$ cat src/rtl/pipe_seq_pkg.sv
`timescale 1ns/1ps
package pipe_seq_pkg;

    typedef enum logic {
        MODE_FREEZE = 1'b0,
        MODE_PNT    = 1'b1
    } br_mode_e;

    localparam int unsigned NUM_SLOT = 4;
    localparam int unsigned ID_IX    = 0;
    localparam int unsigned EX_IX    = 1;
    localparam int unsigned MEM_IX   = 2;
    localparam int unsigned WB_IX    = 3;

endpackage

$ cat src/rtl/br_resolve.sv
`timescale 1ns/1ps
module br_resolve #(
    parameter int unsigned DATA_W   = 32,
    parameter int unsigned ADDR_W   = 32,
    parameter int unsigned OFF_SHFT = 2
) (
    input  logic [DATA_W-1:0] rs_i,
    input  logic [DATA_W-1:0] rt_i,
    input  logic [ADDR_W-1:0] offs_i,
    input  logic [ADDR_W-1:0] seq_pc_i,
    output logic              eq_o,
    output logic [ADDR_W-1:0] target_o
);
    // equality test on the operands read in decode
    assign eq_o     = (rs_i == rt_i);
    // seq_pc_i already equals branch address + one instruction
    assign target_o = seq_pc_i + (offs_i << OFF_SHFT);
endmodule

$ cat src/rtl/flow_ctrl.sv
`timescale 1ns/1ps
module flow_ctrl
    import pipe_seq_pkg::*;
(
    input  br_mode_e mode_i,
    input  logic     id_vld_i,
    input  logic     stall_req_i,
    input  logic     br_flag_i,
    input  logic     br_eq_i,
    output logic     stall_o,
    output logic     squash_o,
    output logic     take_o,
    output logic     refetch_o
);
    logic br_go;

    always_comb begin
        stall_o   = id_vld_i & stall_req_i;
        // a branch acts only when it actually leaves decode
        br_go     = id_vld_i & br_flag_i & ~stall_o;
        take_o    = br_go & br_eq_i;
        squash_o  = 1'b0;
        refetch_o = 1'b0;
        unique case (mode_i)
            MODE_FREEZE: begin
                squash_o  = br_go;
                refetch_o = br_go & ~br_eq_i;
            end
            MODE_PNT: begin
                squash_o  = br_go & br_eq_i;
            end
            default: begin
                squash_o  = 1'b0;
            end
        endcase
    end
endmodule

$ cat src/rtl/pc_next.sv
`timescale 1ns/1ps
module pc_next #(
    parameter int unsigned ADDR_W      = 32,
    parameter int unsigned INSTR_BYTES = 4
) (
    input  logic [ADDR_W-1:0] pc_i,
    input  logic [ADDR_W-1:0] target_i,
    input  logic              stall_i,
    input  logic              take_i,
    input  logic              refetch_i,
    output logic [ADDR_W-1:0] seq_o,
    output logic [ADDR_W-1:0] pc_o
);
    localparam logic [ADDR_W-1:0] STEP = ADDR_W'(INSTR_BYTES);

    assign seq_o = pc_i + STEP;

    always_comb begin
        if (stall_i || refetch_i) begin
            pc_o = pc_i;
        end else if (take_i) begin
            pc_o = target_i;
        end else begin
            pc_o = seq_o;
        end
    end
endmodule

$ cat src/rtl/pipe_seq_ctrl.sv
`timescale 1ns/1ps
module pipe_seq_ctrl
    import pipe_seq_pkg::*;
#(
    parameter int unsigned       DATA_W      = 32,
    parameter int unsigned       ADDR_W      = 32,
    parameter int unsigned       INSTR_BYTES = 4,
    parameter logic [ADDR_W-1:0] RESET_VEC   = 'h100
) (
    input  logic                clk,
    input  logic                rst,
    input  logic                mode_i,
    input  logic                stall_req_i,
    input  logic                br_flag_i,
    input  logic [DATA_W-1:0]   rs_val_i,
    input  logic [DATA_W-1:0]   rt_val_i,
    input  logic [ADDR_W-1:0]   offset_i,
    output logic [ADDR_W-1:0]   fetch_addr_o,
    output logic                pc_en_o,
    output logic                ifid_en_o,
    output logic                ifid_squash_o,
    output logic                idex_bubble_o,
    output logic [NUM_SLOT-1:0] stage_vld_o
);
    localparam int unsigned OFF_SHFT = $clog2(INSTR_BYTES);

    typedef struct packed {
        logic [ADDR_W-1:0]   pc;
        logic [NUM_SLOT-1:0] vld;
    } seq_st_t;

    seq_st_t st_q, st_d;

    logic              br_eq, stall, squash, take, refetch;
    logic [ADDR_W-1:0] target, seq_pc, pc_nx;

    br_resolve #(
        .DATA_W  (DATA_W),
        .ADDR_W  (ADDR_W),
        .OFF_SHFT(OFF_SHFT)
    ) u_br (
        .rs_i    (rs_val_i),
        .rt_i    (rt_val_i),
        .offs_i  (offset_i),
        .seq_pc_i(st_q.pc),
        .eq_o    (br_eq),
        .target_o(target)
    );

    flow_ctrl u_flow (
        .mode_i     (br_mode_e'(mode_i)),
        .id_vld_i   (st_q.vld[ID_IX]),
        .stall_req_i(stall_req_i),
        .br_flag_i  (br_flag_i),
        .br_eq_i    (br_eq),
        .stall_o    (stall),
        .squash_o   (squash),
        .take_o     (take),
        .refetch_o  (refetch)
    );

    pc_next #(
        .ADDR_W     (ADDR_W),
        .INSTR_BYTES(INSTR_BYTES)
    ) u_pc (
        .pc_i     (st_q.pc),
        .target_i (target),
        .stall_i  (stall),
        .take_i   (take),
        .refetch_i(refetch),
        .seq_o    (seq_pc),
        .pc_o     (pc_nx)
    );

    always_comb begin
        st_d    = st_q;
        st_d.pc = pc_nx;
        if (stall) begin
            st_d.vld[ID_IX] = st_q.vld[ID_IX];
            st_d.vld[EX_IX] = 1'b0;
        end else begin
            st_d.vld[ID_IX] = ~squash;
            st_d.vld[EX_IX] = st_q.vld[ID_IX];
        end
        // older stages never hold
        for (int i = MEM_IX; i < NUM_SLOT; i++) begin
            st_d.vld[i] = st_q.vld[i-1];
        end
    end

    always_ff @(posedge clk) begin
        if (rst) begin
            st_q.pc  <= RESET_VEC;
            st_q.vld <= '0;
        end else begin
            st_q <= st_d;
        end
    end

    assign fetch_addr_o  = st_q.pc;
    assign pc_en_o       = ~stall;
    assign ifid_en_o     = ~stall;
    assign ifid_squash_o = squash;
    assign idex_bubble_o = stall;
    assign stage_vld_o   = st_q.vld;

    // reset state
    a_r1_reset_state: assert property (@(posedge clk)
        rst |=> (fetch_addr_o == RESET_VEC && stage_vld_o == '0));

    // plain flow advances by one instruction
    a_r2_seq_fetch: assert property (@(posedge clk) disable iff (rst)
        (!idex_bubble_o && !ifid_squash_o) |=>
            fetch_addr_o == $past(fetch_addr_o) + ADDR_W'(INSTR_BYTES));

    // stall holds fetch and empties EX
    a_r3_pc_hold: assert property (@(posedge clk) disable iff (rst)
        idex_bubble_o |=> $stable(fetch_addr_o));
    a_r3_ex_bubble: assert property (@(posedge clk) disable iff (rst)
        idex_bubble_o |=> !stage_vld_o[EX_IX]);

    // freeze mode discards behind every departing branch
    a_r6_freeze_squash: assert property (@(posedge clk) disable iff (rst)
        (mode_i == 1'b0 && stage_vld_o[ID_IX] && br_flag_i && !stall_req_i)
            |-> ifid_squash_o);

    // a held branch never redirects
    a_r8_held_branch: assert property (@(posedge clk) disable iff (rst)
        (stage_vld_o[ID_IX] && stall_req_i) |-> !ifid_squash_o);

    // squashed slot enters decode empty
    a_r9_squash_kills: assert property (@(posedge clk) disable iff (rst)
        ifid_squash_o |=> !stage_vld_o[ID_IX]);

    // squash and bubble exclusive
    a_r10_excl: assert property (@(posedge clk) disable iff (rst)
        !(ifid_squash_o && idex_bubble_o));

endmodule

$ cat config.mk
export PLATFORM = sky130hd
export DESIGN_NAME = pipe_seq_ctrl
export DESIGN_NICKNAME = d
export VERILOG_FILES = /design/src/rtl/pipe_seq_pkg.sv /design/src/rtl/br_resolve.sv /design/src/rtl/flow_ctrl.sv /design/src/rtl/pc_next.sv /design/src/rtl/pipe_seq_ctrl.sv
export SDC_FILE = /design/constraint.sdc
export NUM_CORES = 1
export LEC_CHECK = 0
export ABC_AREA = 1
export BUFFER_PORTS_ARGS = -buffer_cell sky130_fd_sc_hd__buf_4
export CAP_MARGIN = 10
export CORE_ASPECT_RATIO = 2
export CORE_MARGIN = 3
export CORE_UTILIZATION = 52
export DETAILED_ROUTE_END_ITERATION = 10
export HOLD_SLACK_MARGIN = 0.1
export PLACE_DENSITY = 0.86
export SLEW_MARGIN = 20
export SYNTH_ARGS = -nofsm -noshare
export SYNTH_HDL_FRONTEND = slang
export SYNTH_SLANG_ARGS = --single-unit
$ cat constraint.sdc
create_clock -name clk -period 3.9 [get_ports clk]
set_clock_uncertainty 0.15 [all_clocks]
set_input_delay 0.78 -clock clk [delete_from_list [all_inputs] [get_ports clk]]
set_output_delay 0.78 -clock clk [all_outputs]
set_load 0.03 [all_outputs]
Word-level counts from Yosys, hierarchy flattened
Cells that the tools add are included.

$add $sub $neg: 2. Eq/ne operators: 1. Multiplexer cells: 3. Bitwise logic cells: 9. Reduce and logical (&&, ||, !) cells: 2.

Operators with widths (number): 32-bit by 3-bit adder with 32-bit output, second input constant (1); 32-bit adder (1); 32-bit equality test (1); 32-bit two-way mux (1); 1-bit bitwise AND (5); 1-bit inverter (4); 1-bit one-hot mux with 2 select lines (1); 2-bit OR reduction (1); 1-bit logical OR (1); 1-bit two-way mux (1).

Register bits after elaboration: 36. Bits of input ports: 101. Output and inout bits: 40. Word-level logic and storage cells: 21.

Depth between registers and ports, before layout
Depth after elaboration: 6. Gate-level depth with buffers: 25. Gate-level depth less buffers: 24.

Modules after synthesis
From an unflattened synthesis, not the netlist that was laid out.

Cell total of the unflattened synthesis: 983. Area, all modules: 5366.4 µm².

Modules (own cells, without submodules): br_resolve (times used 1, cells an instance 505, area each 2627.5 µm²); pc_next (times used 1, cells an instance 351, area each 1629.1 µm²); pipe_seq_ctrl (times used 1, cells an instance 116, area each 1062.3 µm²); flow_ctrl (times used 1, cells an instance 11, area each 47.5 µm²).

Least setup slack after synthesis
OpenSTA, ideal clock, no wires.

Kind: in2reg. Start: input rt_val_i[18]. End: register st_q, in the netlist fetch_addr_o[20]. Setup time: 0.120 ns. Arrival time: 3.205 ns. Path slack: 0.426 ns. Stages: 23. Buffers on the path: 0. Path through: inv_1 nand2_1 nand2_1 nor2_2 and2_1 nand2_1 nor2_1 nand2_2 nor2_1 inv_2 or2_2 ha_1 inv_1 fa_1 o21ai_2 a21boi_0 inv_1 nand2_1 nand2_1 nand3_1 nand2_1 a21oi_1 a21oi_1.

Cells in the longest elaborated chain, start to end: 5.

Ends and longest elaborated chain: from (decl) (line pipe_seq_ctrl.sv:16) `input logic [DATA_W-1:0] rt_val_i,`; 32-bit equality test (*) (line br_resolve.sv:15) `assign eq_o = (rs_i == rt_i);`; 1-bit inverter (line flow_ctrl.sv:27) `refetch_o = br_go & ~br_eq_i;`; 1-bit bitwise AND (line flow_ctrl.sv:27); 1-bit two-way mux (line flow_ctrl.sv:24) `unique case (mode_i)`; 1-bit logical OR (line pc_next.sv:19) `if (stall_i || refetch_i) begin`; to (signal assigned) (line pipe_seq_ctrl.sv:96) `st_q <= st_d;`; to (decl) (line pipe_seq_ctrl.sv:32) `seq_st_t st_q, st_d;`.

Every way passes the cells marked *; elsewhere a longest branch is shown, timed or not. A chain may end at the register's enable or synchronous reset.

Worst setup path in the final report
Start: input rs_val_i[17]. End: register st_q, in the netlist fetch_addr_o[30].

Cells in the longest elaborated chain, start to end: 5.

Ends and longest elaborated chain: from (decl) (line pipe_seq_ctrl.sv:15) `input logic [DATA_W-1:0] rs_val_i,`; 32-bit equality test (*) (line br_resolve.sv:15); 1-bit inverter (line flow_ctrl.sv:27); 1-bit bitwise AND (line flow_ctrl.sv:27); 1-bit two-way mux (line flow_ctrl.sv:24); 1-bit logical OR (line pc_next.sv:19).

Marks and branches as above.

==> results.yml <==
global_routing:
  grt_pass1_wl_mm: 19.8
  grt_pass1_vias: 4839
  grt_overflow_total: 0
  grt_max_degree: 50
  grt_util_all_layers: 0.289
  antenna_found_initial: 0
final_layout:
  fin_nets: 984
  area_growth_pct: 33.4
  stdcell_area_mm2: 0.00539
  drive_above_1_share: 0.238
  finish.utilization: 0.726
  fin_cells: 945
  fillers: 702
  antenna_cells: 0
sta:
  final-hold-violation-count: 0
  setup_slack_ns: 0.271
  grt_setup_unrepaired: "true"
  tightest_slew_ns: 0.873
  finalMaxSlewViolations: 0
  hold_ws_ns: 0.280
  fmax_ghz: 0.276
  slew_headroom: 0.417
  fin_crit_ns: 3.63
  setup_tns_ns: 0
  post-route-period-util: 0.930
  finalSetupViolations: 0
logic_synthesis:
  synth_cell_types: 38
  ys.flop_type: "dfxtp_1"
  synth_simple_gate_area_share: 0.333
  synth_compound_area_frac: 0.208
  synth_area_leaders: "dfxtp_1, nand2_1, nor2_1"
  ys_warn_count: 0
  synth_most_common_cell: "nand2_1"
  syn_avg_cell_area_um2: 5.77
  synthCells: 701
  yosysTopAreaCellShare: 0.168
  synth_mux_area_frac: 0
  synth-adder-area-share: 0.0947
  synth_commonest_cells: "nand2_1, nor2_1, inv_1, a21oi_1, dfxtp_1"
  synth-seq-cells: 34
  async_flop_share: 0
  netlist_area_mm2: 0.00404
  synth_top_family_by_area: "simple AND/OR/NAND/NOR gates"
  synth_top_area_cell: "dfxtp_1"
  synth-edff-count: 0
  ys_seq_area_frac: 0.168
  synth_xor_xnor_area_share: 0.0498
pwr:
  vdd_ir_drop_max_v: 0.000151
  total_power_mw: 1.20
  p_leak_nw: 2.92
  p_per_area_mw_per_mm2: 223
floorplan:
  initial_utilization: 0.544
  die_w_um: 68.4
  die-area_mm2: 0.00893
  pin_count: 141
  core_area_mm2: 0.00743
  die_h_um: 131
  fp-row-count: 44
clocking:
  hold_buffers: 0
  htreeDepth: 2
  clockBufferDepth: 2
  clk_pin_slew_ns: 0.06
  ctsRootBufferMaster: "clkbuf_16"
  numCtsBuffers: 5
  cts.sinks: 34
  clk_latency_ns: 0.29
  cts_tree: "yes"
routing:
  drc: 0
  drt_wl_total_mm: 12.7
  vias: 4890
  ant_nets: 0
  vias_per_cell: 5.17
  drtIter0Drc: 188
  drt-wirelength-per-cell_um: 13.5
  dr.pass1.iters: 4
placement:
  port_buffers: 136
  place_hpwl_mm: 10.7
  placed_cells: 938
  place_congestion: 0.999
  dpl_cell_area_mm2: 0.00524
  post-place-ws_ns: -0.0667
run:
  maxCapViolCount: 0
setup_path:
  endpoint_kind: "register"
  worstPathArrival_ns: 3.66
  crit_type: "input port to register"
  required_ns: 3.93
  cp_max_fo: 4
  critPathLaunchType: "input port"
run_status:
  status: "complete, no violations"
hold_path:
  hold_path.class: "register to register"
==> area by class of cell <==
type / instances / area, µm² / share of cell area
sequential: 34 / 681 / 0.126
inverter: 123 / 462 / 0.0856
timing repair buffer: 159 / 1210 / 0.224
clock buffer: 7 / 133 / 0.0246
tap: 92 / 115 / 0.0213
multi-input combinational: 530 / 2800 / 0.519
==> where the power goes <==
part,switching (mW),internal (mW)
logic,0.232,0.181
registers,0.0230,0.374
clock network,0.160,0.234
total,0.415,0.789
==> state kept, by name, indices dropped and copies added, names as in the netlist <==
| register | count |
|---|---|
| fetch_addr_o | 30 |
| stage_vld_o | 4 |
==> worst paths after layout <==
check | start | to | slack, ns | depth (start not counted)
setup / recovery | rs_val_i[17] | fetch_addr_o[30] | 0.27 | 24
hold / removal | stage_vld_o[1] | stage_vld_o[2] | 0.28 | 2
setup reg to reg | stage_vld_o[0] | fetch_addr_o[30] | 0.98 | 16
hold reg to reg | stage_vld_o[1] | stage_vld_o[2] | 0.28 | 2
==> logic make-up (layout without fill, tap and decap cells) <==
family / after synthesis / in the layout
adder cells (fa/ha/maj): 30 / 30
XOR/XNOR: 23 / 23
AO/OA/AOI/OAI: 140 / 140
AND/OR/NAND/NOR: 335 / 335
other: 1 / 2
buffers and inverters: 138 / 289
flip-flops: 34 / 34
==> worst max-delay path, cell delays in order <==
cell,delay [ns]
buf_4,0.12
nand2_1,0.05
inv_1,0.03
nor2_1,0.15
nor2_2,0.07
and2_1,0.13
nand2_1,0.06
nor2_1,0.05
nand2_2,0.07
nor2_1,0.06
inv_2,0.09
or2_2,0.11
ha_1,0.13
inv_1,0.05
fa_1,0.40
o21ai_2,0.23
a21oi_1,0.12
buf_4,0.17
o21ai_1,0.26
nand4_1,0.18
nand3_1,0.10
nand2_1,0.05
nor2_1,0.12
nor2_1,0.05
==> what timing repair did <==
action,CTS,global route
gates resized for setup,0,7
endpoints found under the setup margin,0,5
buffers inserted,0,0
==> per-layer routing <==
layer	wire length [µm]	share of wire	track usage
met1	4200	0.33	0.233
met5	0	0	0
met4	678	0.053	0.182
met3	642	0.050	0.0453
met2	7200	0.57	0.590
==> placed cells by master (no fill, tap or decap), drive strengths merged <==
| cell type | n |
|---|---|
| o21bai | 4 |
| dfxtp | 34 |
| o211ai | 1 |
| a211oi | 1 |
| xnor2 | 15 |
| a21oi | 69 |
| ha | 29 |
| o21ai | 53 |
| inv | 123 |
| xor2 | 8 |
| a31oi | 1 |
| nor2 | 130 |
| conb | 2 |
| a21boi | 3 |
| nand3b | 1 |
| buf | 159 |
| nor3 | 8 |
| o21a | 4 |
| a21o | 4 |
| nand4 | 6 |
| nor4 | 1 |
| nand3 | 20 |
| fa | 1 |
| nand2 | 163 |
| and2 | 4 |
| clkbuf | 7 |
| or2 | 2 |
(Power assumes the default switching activity.)
